$ cat config.mk
export PLATFORM = sky130hd
export DESIGN_NAME = netStatusReg
export DESIGN_NICKNAME = d
export VERILOG_FILES = /design/src/rtl/nsr_pkg.sv /design/src/rtl/nsrCtrl.sv /design/src/rtl/nsrDatapath.sv /design/src/rtl/netStatusReg.sv
export SDC_FILE = /design/constraint.sdc
export NUM_CORES = 1
export LEC_CHECK = 0
export BUFFER_PORTS_ARGS = -buffer_cell sky130_fd_sc_hd__buf_2
export CORE_ASPECT_RATIO = 1.1
export CORE_MARGIN = 3
export CORE_UTILIZATION = 45
export DETAILED_ROUTE_END_ITERATION = 6
export GPL_TIMING_DRIVEN = 0
export PLACE_DENSITY = 0.75
export SYNTH_ARGS = -nofsm -noshare
export SYNTH_HDL_FRONTEND = slang
export SYNTH_SLANG_ARGS = --single-unit
$ cat constraint.sdc
create_clock -name clk -period 1.5 [get_ports clk]
set_input_delay 0.225 -clock clk [delete_from_list [all_inputs] [get_ports clk]]
set_output_delay 0.225 -clock clk [all_outputs]
set_load 0.02 [all_outputs]
$ cat src/rtl/nsr_pkg.sv
package nsr_pkg;

  // Register addresses.
  localparam int ADR_STATUS = 0;
  localparam int ADR_IEN    = 1;
  localparam int ADR_SRCID  = 2;
  localparam int ADR_CMASK  = 3;
  localparam int ADR_CMD    = 4;

  // Command bits at ADR_CMD.
  localparam int CMD_SOFTRST = 0;
  localparam int CMD_SEND    = 1;

  // Status bit positions.
  localparam int FL_RXDONE = 9;
  localparam int FL_SRCHIT = 8;
  localparam int FL_TKNRTY = 7;
  localparam int FL_ACKFIX = 6;
  localparam int FL_HUBWDT = 5;
  localparam int FL_OFFERR = 4;
  localparam int FL_CORE   = 3;
  localparam int FL_NORESP = 2;
  localparam int FL_TXERR  = 1;

  // Smallest valid page offset.
  localparam int MIN_OFFSET = 3;

  typedef enum logic [2:0] {
    SEL_STATUS,
    SEL_IEN,
    SEL_SRC,
    SEL_CMASK,
    SEL_ZERO
  } rdSel_e;

  typedef struct packed {
    logic   wrStatus;
    logic   wrIen;
    logic   wrSrc;
    logic   wrCmask;
    logic   softRst;
    logic   sendCmd;
    rdSel_e rdSel;
  } hostStrobe_t;

endpackage

$ cat src/rtl/nsrCtrl.sv
module nsrCtrl
  import nsr_pkg::*;
#(
  parameter int ADDR_W = 3,
  parameter int DATA_W = 16
) (
  input  logic [ADDR_W-1:0] hostAddr,
  input  logic              hostWrEn,
  input  logic [DATA_W-1:0] hostWrData,
  output hostStrobe_t       strobe
);

  logic hitStatus, hitIen, hitSrc, hitCmask, hitCmd;

  // One-hot address decode.
  always_comb begin
    hitStatus = (hostAddr == ADDR_W'(ADR_STATUS));
    hitIen    = (hostAddr == ADDR_W'(ADR_IEN));
    hitSrc    = (hostAddr == ADDR_W'(ADR_SRCID));
    hitCmask  = (hostAddr == ADDR_W'(ADR_CMASK));
    hitCmd    = (hostAddr == ADDR_W'(ADR_CMD));
  end

  // Qualify the decode with the write strobe and the command bits.
  always_comb begin
    strobe.wrStatus = hostWrEn & hitStatus;
    strobe.wrIen    = hostWrEn & hitIen;
    strobe.wrSrc    = hostWrEn & hitSrc;
    strobe.wrCmask  = hostWrEn & hitCmask;
    strobe.softRst  = hostWrEn & hitCmd & hostWrData[CMD_SOFTRST];
    strobe.sendCmd  = hostWrEn & hitCmd & hostWrData[CMD_SEND];

    if (hitStatus)     strobe.rdSel = SEL_STATUS;
    else if (hitIen)   strobe.rdSel = SEL_IEN;
    else if (hitSrc)   strobe.rdSel = SEL_SRC;
    else if (hitCmask) strobe.rdSel = SEL_CMASK;
    else               strobe.rdSel = SEL_ZERO;
  end

endmodule

$ cat src/rtl/nsrDatapath.sv
module nsrDatapath
  import nsr_pkg::*;
#(
  parameter int DATA_W     = 16,
  parameter int SRC_ID_W   = 8,
  parameter int OFF_W      = 10,
  parameter int PAGE_BYTES = 256,
  parameter int CORE_EV_N  = 4
) (
  input  logic                 clk,
  input  logic                 rstN,
  input  hostStrobe_t          strobe,
  input  logic [DATA_W-1:0]    hostWrData,
  input  logic                 rxStart,
  input  logic                 rxLocalDone,
  input  logic                 rxSrcValid,
  input  logic [SRC_ID_W-1:0]  rxSrcId,
  input  logic                 tokenRetry,
  input  logic                 ackNakFix,
  input  logic                 hubWdtTimeout,
  input  logic                 pktDone,
  input  logic [OFF_W-1:0]     pktOffset,
  input  logic [CORE_EV_N-1:0] coreEvent,
  input  logic                 fbeNoResp,
  input  logic                 txErr,
  output logic [DATA_W-1:0]    flagQ,
  output logic [DATA_W-1:0]    rdData,
  output logic                 irq
);

  // Bits that hold a flag. All other bits read 0.
  localparam logic [DATA_W-1:0] LIVE_MASK =
      (DATA_W'(1) << FL_RXDONE) | (DATA_W'(1) << FL_SRCHIT) |
      (DATA_W'(1) << FL_TKNRTY) | (DATA_W'(1) << FL_ACKFIX) |
      (DATA_W'(1) << FL_HUBWDT) | (DATA_W'(1) << FL_OFFERR) |
      (DATA_W'(1) << FL_CORE)   | (DATA_W'(1) << FL_NORESP) |
      (DATA_W'(1) << FL_TXERR);
  localparam logic [OFF_W-1:0] OFF_LOW  = OFF_W'(MIN_OFFSET);
  localparam logic [OFF_W-1:0] OFF_HIGH = OFF_W'(PAGE_BYTES);

  logic [DATA_W-1:0]    ienQ;
  logic [SRC_ID_W-1:0]  srcQ;
  logic [CORE_EV_N-1:0] cmaskQ;
  logic [DATA_W-1:0]    setVec, clrVec, flagD;
  logic                 offBad, srcHit, coreHit;

  // Host-programmed configuration registers.
  always_ff @(posedge clk or negedge rstN) begin
    if (!rstN) begin
      ienQ   <= '0;
      srcQ   <= '0;
      cmaskQ <= '0;
    end else begin
      if (strobe.wrIen)   ienQ   <= hostWrData & LIVE_MASK;
      if (strobe.wrSrc)   srcQ   <= hostWrData[SRC_ID_W-1:0];
      if (strobe.wrCmask) cmaskQ <= hostWrData[CORE_EV_N-1:0];
    end
  end

  // Event qualification.
  always_comb begin
    offBad  = pktDone & ((pktOffset < OFF_LOW) | (pktOffset >= OFF_HIGH));
    srcHit  = rxSrcValid & (rxSrcId == srcQ);
    coreHit = |(coreEvent & cmaskQ);
  end

  always_comb begin
    setVec            = '0;
    setVec[FL_RXDONE] = rxLocalDone;
    setVec[FL_SRCHIT] = srcHit;
    setVec[FL_TKNRTY] = tokenRetry;
    setVec[FL_ACKFIX] = ackNakFix;
    setVec[FL_HUBWDT] = hubWdtTimeout;
    setVec[FL_OFFERR] = offBad;
    setVec[FL_CORE]   = coreHit;
    setVec[FL_NORESP] = fbeNoResp;
    setVec[FL_TXERR]  = fbeNoResp | txErr;
  end

  // Write-1 clears plus the per-flag extra clear sources.
  always_comb begin
    clrVec            = strobe.wrStatus ? hostWrData : '0;
    clrVec[FL_RXDONE] = clrVec[FL_RXDONE] | rxStart;
    clrVec[FL_NORESP] = clrVec[FL_NORESP] | strobe.sendCmd;
  end

  // Per-bit next state: software reset first, then set, then clear.
  for (genvar b = 0; b < DATA_W; b++) begin : g_flag
    if (LIVE_MASK[b]) begin : g_live
      assign flagD[b] = strobe.softRst ? 1'b0 :
                        setVec[b]      ? 1'b1 :
                        clrVec[b]      ? 1'b0 : flagQ[b];
    end else begin : g_rsvd
      assign flagD[b] = 1'b0;
    end
  end

  always_ff @(posedge clk or negedge rstN) begin
    if (!rstN) flagQ <= '0;
    else       flagQ <= flagD;
  end

  assign irq = |(flagQ & ienQ);

  always_comb begin
    unique case (strobe.rdSel)
      SEL_STATUS: rdData = flagQ;
      SEL_IEN:    rdData = ienQ;
      SEL_SRC:    rdData = DATA_W'(srcQ);
      SEL_CMASK:  rdData = DATA_W'(cmaskQ);
      default:    rdData = '0;
    endcase
  end

endmodule

$ cat src/rtl/netStatusReg.sv
module netStatusReg
  import nsr_pkg::*;
#(
  parameter int ADDR_W     = 3,
  parameter int DATA_W     = 16,
  parameter int SRC_ID_W   = 8,
  parameter int OFF_W      = 10,
  parameter int PAGE_BYTES = 256,
  parameter int CORE_EV_N  = 4
) (
  input  logic                 clk,
  input  logic                 rstN,
  input  logic [ADDR_W-1:0]    hostAddr,
  input  logic                 hostWrEn,
  input  logic [DATA_W-1:0]    hostWrData,
  output logic [DATA_W-1:0]    hostRdData,
  input  logic                 rxStart,
  input  logic                 rxLocalDone,
  input  logic                 rxSrcValid,
  input  logic [SRC_ID_W-1:0]  rxSrcId,
  input  logic                 tokenRetry,
  input  logic                 ackNakFix,
  input  logic                 hubWdtTimeout,
  input  logic                 pktDone,
  input  logic [OFF_W-1:0]     pktOffset,
  input  logic [CORE_EV_N-1:0] coreEvent,
  input  logic                 fbeNoResp,
  input  logic                 txErr,
  output logic                 irq
);

  hostStrobe_t       strobe;
  logic [DATA_W-1:0] flagQ;

  nsrCtrl #(
    .ADDR_W (ADDR_W),
    .DATA_W (DATA_W)
  ) u_ctrl (
    .hostAddr   (hostAddr),
    .hostWrEn   (hostWrEn),
    .hostWrData (hostWrData),
    .strobe     (strobe)
  );

  nsrDatapath #(
    .DATA_W     (DATA_W),
    .SRC_ID_W   (SRC_ID_W),
    .OFF_W      (OFF_W),
    .PAGE_BYTES (PAGE_BYTES),
    .CORE_EV_N  (CORE_EV_N)
  ) u_dp (
    .clk           (clk),
    .rstN          (rstN),
    .strobe        (strobe),
    .hostWrData    (hostWrData),
    .rxStart       (rxStart),
    .rxLocalDone   (rxLocalDone),
    .rxSrcValid    (rxSrcValid),
    .rxSrcId       (rxSrcId),
    .tokenRetry    (tokenRetry),
    .ackNakFix     (ackNakFix),
    .hubWdtTimeout (hubWdtTimeout),
    .pktDone       (pktDone),
    .pktOffset     (pktOffset),
    .coreEvent     (coreEvent),
    .fbeNoResp     (fbeNoResp),
    .txErr         (txErr),
    .flagQ         (flagQ),
    .rdData        (hostRdData),
    .irq           (irq)
  );

endmodule

==> metrics.txt <==
ranking of synthesized cells by area dfrtp_1 44%, mux2_2 14%, mux2i_1 4.1%; Fillers 309; Synth Area in Adders 0%; starting density of the core 48.9%; Slew Limit Fails 0; Antenna Nets Post-Route 0; mux cell area share after synthesis 21.9%; CP Buf/Inv Count 1; Pleak 1.07 nW; H-tree Lvls 2; Vias per Instance 5.08; Synth Register Bits 30; Netlist cell types 36; non-filler cells, final 285; main combinational cell family by area after synthesis multiplexers; status complete, but fails checks; Synth Area in Simple Gates 14.6%; failing checks setup timing; CP max-delay cell a222oi_1; grt met2 use 33.4%; Post-synth EDFFs 0; Global Route Usage Sum 19.4%; grt peak-use layer met2; CTS Buf Count 5; unrepaired setup endpoints after global routing true; dpl cells 260; most frequent cells after synthesis 30 x dfrtp_1, 21 x mux2_2, 15 x nor2_1; boundary pin count 70; cell family with most CP delay compound AO/OA/AOI/OAI gates; Synth top area share 43.9%; largest net degree at the start of global routing 31; global routing met1 resource utilization 24.2%; pwr/cell area 997 nW/um2; vias 1447; critical-path cell list a222oi_1, nand3_1, buf_6; Ant. Diodes 0; Max Cap Viol 0; asr flop ratio synth 100%; first-pass GRT wire length 6.69 mm; Synth-to-Final Area Change 33.0%; fraction of layout cells with a size suffix above 1 50.6%; die area 4570 um2; post-route clock period utilization 116%; CP Class reg -> out; clock latency on the worst-skew pair 0.33 ns; Post-Place Setup Slack -0.166 ns; core box area 3500 um2; DPL Wire Length 3.16 mm; Peak VDD IR 611 uV; Ys Warns 0; CTS tree yes; largest stage delay on the critical path 0.43 ns; clk root buf clkbuf_4; Clock Skew 0.00646 ns; routing usage on met3 4.92%; row cnt 22; final WL 4.37 mm; drt wl/cell 15.3 um; synthesized cell area 1710 um2; FMAX 0.575 GHz; CP max FO 3; most common cell in the netlist dfrtp_1; max_slew headroom 55.9%; critical path arrival 1.52 ns; grt ovf 0; Required @ worst endpoint 1.27 ns; clk slew on worst S/H paths 0.09 ns; TritonRoute pass-1 iters 4; Placer Congestion 0.758; Hold Vio Cnt, Final 0; Pwr Total 0.00227 W; nets 289; xor/xnor share of the synthesized area 4.10%; DRC errors left 0; worst-margin pin slew 0.662 ns; clock sink count 30; worst hold slack 0.105 ns; post-layout util 65.0%; die height 70.6 um; Gate Count Post-Synth 152; worst setup margin -0.240 ns; leading area contributor after synthesis dfrtp_1; min-delay worst type in -> reg; Seq/Total Area, Yosys 43.9%; top_reg_cell synth dfrtp_1; initial antenna violation count 0; PortBufs 55; Die Wd 64.8 um; # setup viols final 5; Syn Area/Cell 11.2 um2; clk buf depth 2; number of global-route vias before repair 1356; Starting DRT DRC Count 56; CP endpoint kind output port; element type at the critical path start flop; post-route minimum period 1.74 ns; Synth Area in Compound Gates 9.66%
-- kinds of logic after synthesis --
kind of cell / Yosys count
compound gates: 21
xor+xnor: 8
buf+inv: 14
flops: 30
mux: 31
other cells: 1
simple gates: 47
-- flip-flops by register name, indices dropped and copies added (netlist names) --
signal,flops
u_dp.flagQ,9
u_dp.ienQ,9
u_dp.srcQ,8
u_dp.cmaskQ,4
-- placed cells by master, fill, tap and decap left out, types with 2 or more instances in the layout --
master	netlist	final
nor2_1	15	15
clkbuf_1	2	3
mux2_2	21	21
conb_1	1	6
mux4_2	3	3
buf_2	2	53
a22oi_1	3	3
dfrtp_1	30	30
buf_6	2	3
mux2i_1	7	7
a21oi_1	8	8
clkbuf_4	0	5
nand4_1	2	2
nand2_1	12	12
nor3_1	3	3
buf_4	7	26
xor2_1	7	7
a31oi_1	3	3
nor2b_1	5	5
nand3_1	2	2
-- layout make-up --
class,instances,area [um2],area share (%)
tap,48,60.1,2.64
multi-input combinational,113,887,39.0
buffer,13,92.6,4.07
clock buffer,7,55.1,2.42
clock inverter,1,5.00,0.220
timing repair buffer,72,419,18.4
inverter,1,3.75,0.165
sequential,30,751,33.0
-- worst paths after layout --
| check | cells past startpoint | endpoint | slack (ns) | from |
|---|---|---|---|---|
| max in group asynchronous | 2 | u_dp.srcQ[1] | 0.62 | rstN |
| hold / removal | 3 | u_dp.flagQ[7] | 0.11 | tokenRetry |
| min in group asynchronous | 2 | u_dp.ienQ[4] | 0.46 | rstN |
| setup / recovery | 3 | irq | -0.24 | u_dp.flagQ[6] |
| setup reg to reg | 6 | u_dp.flagQ[8] | 0.13 | u_dp.srcQ[1] |
| hold reg to reg | 1 | u_dp.ienQ[4] | 0.55 | u_dp.ienQ[4] |
-- worst register-to-register path: cells and delay by family (launching register included) --
family,cells,cell delay (ns)
XOR/XNOR,1,0.17
AO/OA/AOI/OAI,1,0.15
AND/OR/NAND/NOR,2,0.33
buffers and inverters,2,0.27
flip-flops,1,0.39
-- power by group --
| group | leakage [nW] | internal [W] | total (W) | switching, W |
|---|---|---|---|---|
| logic | 0.691 | 0.000404 | 0.000705 | 0.000300 |
| registers | 0.342 | 0.000950 | 0.00106 | 0.000113 |
| clock network | 0.0353 | 0.000227 | 0.000500 | 0.000274 |
| total | 1.07 | 0.00158 | 0.00227 | 0.000687 |
-- repair_timing --
action / CTS / global route
endpoints found under the hold margin: 30 / 0
setup buffers: 9 / 7
setup endpoints to repair: 6 / 8
gates resized for setup: 2 / 4
pin swaps: 1 / 3
hold buffers: 1 / 0
-- layer usage --
layer,routed length (um),up-vias
met5,0,-
met4,38,0
met3,255,4
met2,2250,41
met1,1820,693
li1,-,709
-- per-stage QoR --
stage | instance area (um2) | setup TNS (ns)
finish | 2270 | -0.943
global route | 2270 | -1.66
CTS | 2210 | -0.944
detailed placement | 2060 | -1.95
global placement | 2060 | -1.70
floorplan | 1730 | 0
No activity file was read; power rests on OpenSTA's default activity.
